<file path="config.mk">
export PLATFORM = sky130hd
export DESIGN_NAME = ipc_frame_parser
export DESIGN_NICKNAME = d
export VERILOG_FILES = /design/src/rtl/ipc_chk_pkg.sv /design/src/rtl/ipc_frame_parser.sv
export SDC_FILE = /design/constraint.sdc
export NUM_CORES = 1
export LEC_CHECK = 0
export ABC_AREA = 1
export BUFFER_PORTS_ARGS = -buffer_cell sky130_fd_sc_hd__buf_2
export CELL_PAD_IN_SITES_DETAIL_PLACEMENT = 0
export CELL_PAD_IN_SITES_GLOBAL_PLACEMENT = 1
export CORE_UTILIZATION = 31
export CTS_BUF_LIST = sky130_fd_sc_hd__clkbuf_8 sky130_fd_sc_hd__clkbuf_16
export CTS_CLUSTER_SIZE = 28
export DETAILED_ROUTE_END_ITERATION = 10
export PLACE_DENSITY = 0.79
export SLEW_MARGIN = 20
export SYNTH_ARGS = -nofsm -noshare
export SYNTH_HDL_FRONTEND = slang
export SYNTH_SLANG_ARGS = --single-unit
</file>
<file path="constraint.sdc">
create_clock -name clk -period 3.2 [get_ports clk]
set_clock_uncertainty 0.2 [all_clocks]
set_input_delay 0.64 -clock clk [delete_from_list [all_inputs] [get_ports clk]]
set_output_delay 0.64 -clock clk [all_outputs]
set_load 0.01 [all_outputs]
</file>
<file path="src/rtl/ipc_chk_pkg.sv">
package ipc_chk_pkg;
  typedef enum logic [1:0] {
    PS_CHAN = 2'd0,
    PS_HEAD = 2'd1,
    PS_BODY = 2'd2
  } pstate_t;

  typedef enum logic [1:0] {
    EC_NONE  = 2'd0,
    EC_RANGE = 2'd1,
    EC_SIZE  = 2'd2,
    EC_DUP   = 2'd3
  } ecode_t;
endpackage

</file>
<file path="src/rtl/ipc_frame_parser.sv">
module ipc_frame_parser
  import ipc_chk_pkg::*;
#(
  parameter int DATA_W    = 32,
  parameter int NUM_CH    = 10,
  parameter int STUB_CH   = 9,
  parameter int FLD_W     = 6,
  parameter int MAX_FRAME = 64,
  localparam int CH_W     = $clog2(NUM_CH),
  localparam int LEN_W    = FLD_W + 1,
  localparam int MAX_PAY  = MAX_FRAME - 1
) (
  input  logic              clk,
  input  logic              rst_n,
  input  logic              s_valid,
  output logic              s_ready,
  input  logic [DATA_W-1:0] s_data,
  output logic              m_valid,
  input  logic              m_ready,
  output logic [DATA_W-1:0] m_data,
  output logic [CH_W-1:0]   m_ch,
  output logic              m_last,
  input  logic [NUM_CH-1:0] busy_now,
  output logic              set_en,
  output logic [CH_W-1:0]   set_ch,
  output logic [NUM_CH-1:0] req_strobe,
  input  logic              err_clear,
  output logic              err_flag,
  output logic [1:0]        err_code
);
  pstate_t           st_q;
  logic [CH_W-1:0]   ch_q;
  logic              stub_q;
  logic [LEN_W-1:0]  left_q;
  ecode_t            code_q;
  logic              acc, id_bad, id_dup, len_bad;
  logic [LEN_W-1:0]  hdr_len;

  always_comb begin
    s_ready = !err_flag && (st_q != PS_BODY || stub_q || m_ready);
    acc     = s_valid && s_ready;
    id_bad  = s_data >= DATA_W'(NUM_CH);
    id_dup  = !id_bad && busy_now[s_data[CH_W-1:0]];
    hdr_len = LEN_W'(s_data[FLD_W-1:0]) + LEN_W'(s_data[2*FLD_W-1:FLD_W]);
    len_bad = hdr_len > LEN_W'(MAX_PAY);
    set_en  = acc && st_q == PS_HEAD && !len_bad && !stub_q;
    set_ch  = ch_q;
    m_valid = s_valid && st_q == PS_BODY && !stub_q && !err_flag;
    m_data  = s_data;
    m_ch    = ch_q;
    m_last  = left_q == LEN_W'(1);
  end

  assign err_code = code_q;

  always_ff @(posedge clk) begin
    if (!rst_n) begin
      st_q       <= PS_CHAN;
      ch_q       <= '0;
      stub_q     <= 1'b0;
      left_q     <= '0;
      err_flag   <= 1'b0;
      code_q     <= EC_NONE;
      req_strobe <= '0;
    end else begin
      req_strobe <= '0;
      if (err_clear) begin
        err_flag <= 1'b0;
        code_q   <= EC_NONE;
        st_q     <= PS_CHAN;
      end else if (acc) begin
        unique case (st_q)
          PS_CHAN: begin
            if (id_bad) begin
              err_flag <= 1'b1;
              code_q   <= EC_RANGE;
            end else if (id_dup) begin
              err_flag <= 1'b1;
              code_q   <= EC_DUP;
            end else begin
              ch_q   <= s_data[CH_W-1:0];
              stub_q <= s_data[CH_W-1:0] == CH_W'(STUB_CH);
              st_q   <= PS_HEAD;
            end
          end
          PS_HEAD: begin
            if (len_bad) begin
              err_flag <= 1'b1;
              code_q   <= EC_SIZE;
            end else if (hdr_len == '0) begin
              st_q <= PS_CHAN;
              if (!stub_q) req_strobe <= NUM_CH'(1) << ch_q;
            end else begin
              left_q <= hdr_len;
              st_q   <= PS_BODY;
            end
          end
          default: begin
            left_q <= left_q - LEN_W'(1);
            if (left_q == LEN_W'(1)) begin
              st_q <= PS_CHAN;
              if (!stub_q) req_strobe <= NUM_CH'(1) << ch_q;
            end
          end
        endcase
      end
    end
  end


  err_hold_chk: assert property (@(posedge clk) disable iff (!rst_n)
    (err_flag && !err_clear) |=> (err_flag && $stable(code_q)));


  err_code_set_chk: assert property (@(posedge clk) disable iff (!rst_n)
    $rose(err_flag) |-> (code_q != EC_NONE));


  strobe_onehot_chk: assert property (@(posedge clk) disable iff (!rst_n)
    $onehot0(req_strobe));


  stub_quiet_chk: assert property (@(posedge clk) disable iff (!rst_n)
    m_valid |-> (m_ch != CH_W'(STUB_CH)));
endmodule

</file>
==> out/metrics.yaml <==
status:
  status: "completed"
drt:
  drt-total-wl_mm: 5.39
  drcViolationCount: 0
  detail-route-antenna-nets: 0
  firstDrtPassIters: 4
  drtIter0Drc: 70
  avgRoutedWirePerCell_um: 10.5
  dr_total_vias: 2221
  avgViaCountPerCell: 4.35
worst_setup_path:
  required_ps: 2360
  cp-end-kind: "primary output"
  cp-start-kind: "input pin"
  critPathLaunch: "s_data[0]"
  r2r_setup_slack_ps: 1390
  crit_path_max_incr_delay_ps: 440
  rr_startpoint: "left_q[3]"
  crit_fanout: 4
  critPathArrivalTime_ps: 2100
  crit_type: "in -> out"
  crit_chain: "buf_2 > ha_1 > fa_1 > nand2_1 > nand3_2 > nor4_1 > buf_2"
  cp_common_cell: "buf_2"
  slowest_stage: "fa_1"
logic_synthesis:
  syn_nets: 400
  ys_types: 34
  syn-cell-area_um2: 2220
  ys_seq_elements: 27
  ys.flop_type: "dfxtp_1"
  synth_cells: 344
  synth-seq-area-share: 0.243
  synthArstFlopShare: 0
  ys.warnings.count: 0
  syn_avg_cell_area_um2: 6.46
  synth_edf_count: 0
grt:
  track_usage: 0.150
  antenna_found_initial: 0
  gr-total-overflow: 0
  grt_pass1_vias: 2084
  grt_max_degree: 17
  grt_pass1_wl_mm: 9.08
timing:
  holdWs_ps: 267
  setup_viol: 0
  rsz0062_at_grt: "false"
  worst_pin_slew_ps: 560
  finalCriticalPeriod_ps: 2940
  max_freq_ghz: 0.340
  tns_ps: 0
  hold_violations: 0
  setup_ws_ps: 263
  report.final.slew_viol_count: 0
  period_share: 0.918
  slew-limit-headroom: 0.625
clock_network:
  htree_num_levels: 1
  root_buffer: "clkbuf_8"
  cts_buffer_depth: 2
  cts_hold_repair.buffers: 0
  tritoncts: "yes"
  cts_setup_buffers: 0
  cts_buffers: 3
  clk_pin_slew_ps: 90
  cts.sinks: 27
  cts_resized: 0
  clkLatencyLatePin_ps: 270
layout:
  antenna_cells: 0
  drive_gt1_frac: 0.320
  nets: 472
  final_area_um2: 2640
  areaGrowthSynthToFinish_pct: 18.7
  nFillCells: 766
  instances_no_fill: 511
power:
  power_frac_clock: 0.278
  ir_drop_mv: 0.133
  p_comb_frac: 0.245
  seq_power_share: 0.478
  leakagePower_nw: 1.43
  cellPowerDensity_nw_per_um2: 268
  p_sw_w: 0.000211
  p_int_w: 0.000497
  sw_frac_of_total: 0.298
floorplan:
  row_count: 30
  die_area_um2: 7510
  die_h_um: 86.7
  die_x_um: 86.7
  coreArea_um2: 6870
  pin_count: 104
  start_util: 0.323
placement:
  dpl_worst_slack_ps: 228
  port_buffers: 103
  gp_routability_congestion: 0.865
  place_area_um2: 2590
  hpwl_mm: 4.56
  numPlacedInstances: 507
worst_hold_path:
  hold_class: "reg -> reg"
  worstHoldStart: "err_code[0]"
job:
  drv_cap: 0
## final cells by class
class / instances / area, um2 / share of cell area
multi-input combinational: 231 / 1210 / 0.460
timing repair buffer: 106 / 538 / 0.204
clock buffer: 3 / 41.3 / 0.0156
clock inverter: 1 / 7.51 / 0.00284
sequential: 27 / 541 / 0.205
inverter: 47 / 176 / 0.0669
tap: 96 / 120 / 0.0455
## placed cells by master, fill, tap and decap left out, types with 3 or more instances in the layout
| cell type | instances |
|---|---|
| a21oi_1 | 12 |
| buf_2 | 103 |
| buf_4 | 3 |
| clkbuf_8 | 3 |
| dfxtp_1 | 27 |
| ha_1 | 8 |
| inv_1 | 44 |
| inv_2 | 3 |
| nand2_1 | 74 |
| nand2_2 | 4 |
| nand3_1 | 27 |
| nand3_2 | 3 |
| nand4_1 | 5 |
| nor2_1 | 62 |
| nor3_1 | 3 |
| nor3_2 | 3 |
| nor4_1 | 3 |
| o21ai_0 | 5 |
| xor2_1 | 4 |
## power groups by stage
| stage | registers (W) | logic [W] | clock network, W |
|---|---|---|---|
| 4_1_cts | 0.000338 | 0.000175 | 0.000207 |
| 3_5_place_dp | 0.000346 | 0.000174 | 0 |
| 6_report | 0.000338 | 0.000173 | 0.000197 |
| 3_3_place_gp | 0.000346 | 0.000173 | 0 |
| 5_1_grt | 0.000339 | 0.000196 | 0.000219 |
| 2_1_floorplan | 0.000347 | 0.000124 | 0 |
## routing by layer
layer  vias to the layer above  global-route usage  part of all wire
li1                       1183                   -                 -
met5                         -                   0                 0
met3                         8              0.0257             0.045
met2                        49               0.265              0.48
met1                       981               0.186              0.45
met4                         0              0.0485             0.018
## cells in the mapped netlist (all sizes together), types with 2 or more instances
| cell type | n | area (um2) |
|---|---|---|
| dfxtp | 27 | 541 |
| nor3 | 6 | 45.0 |
| o21ai | 6 | 41.3 |
| nand2 | 79 | 314 |
| a21oi | 12 | 60.1 |
| nand3 | 32 | 200 |
| nor2 | 64 | 255 |
| buf | 38 | 287 |
| nand4 | 6 | 52.6 |
| ha | 8 | 100 |
| nand3b | 2 | 15.0 |
| inv | 47 | 176 |
| or2 | 4 | 25.0 |
| nor4 | 3 | 18.8 |
| xor2 | 4 | 35.0 |
## worst paths after layout
path                 end  cells after the start
max               set_en                      7
min          err_code[0]                      2
max reg2reg      st_q[1]                      9
min reg2reg  err_code[0]                      2
## state kept, by name, summed over array words and instances (netlist names)
| name | flops |
|---|---|
| st_q | 2 |
| err_flag | 1 |
| stub_q | 1 |
| left_q | 7 |
| req_strobe | 10 |
| err_code | 2 |
| m_ch | 4 |
## cells by family after synthesis
family	share of synthesized area
and+or+nand+nor	0.422
buffers and inverters	0.210
DFF	0.243
AOI/OAI and AO/OA	0.0512
adders and majority gates	0.0541
xor gates and xnor gates	0.0197
## critical path: cells and delay by family
kind,cells,cell delay [ps]
buf+inv,2,310
fa+ha+maj,2,670
simple gates,3,490
## per-stage QoR
step | power [W] | util
detailed placement | 0.000520 | 0.377
finish | 0.000708 | 0.384
global placement | 0.000519 | 0.377
floorplan | 0.000471 | -
CTS | 0.000720 | 0.384
global route | 0.000753 | 0.384
(Power assumes the default switching activity.)
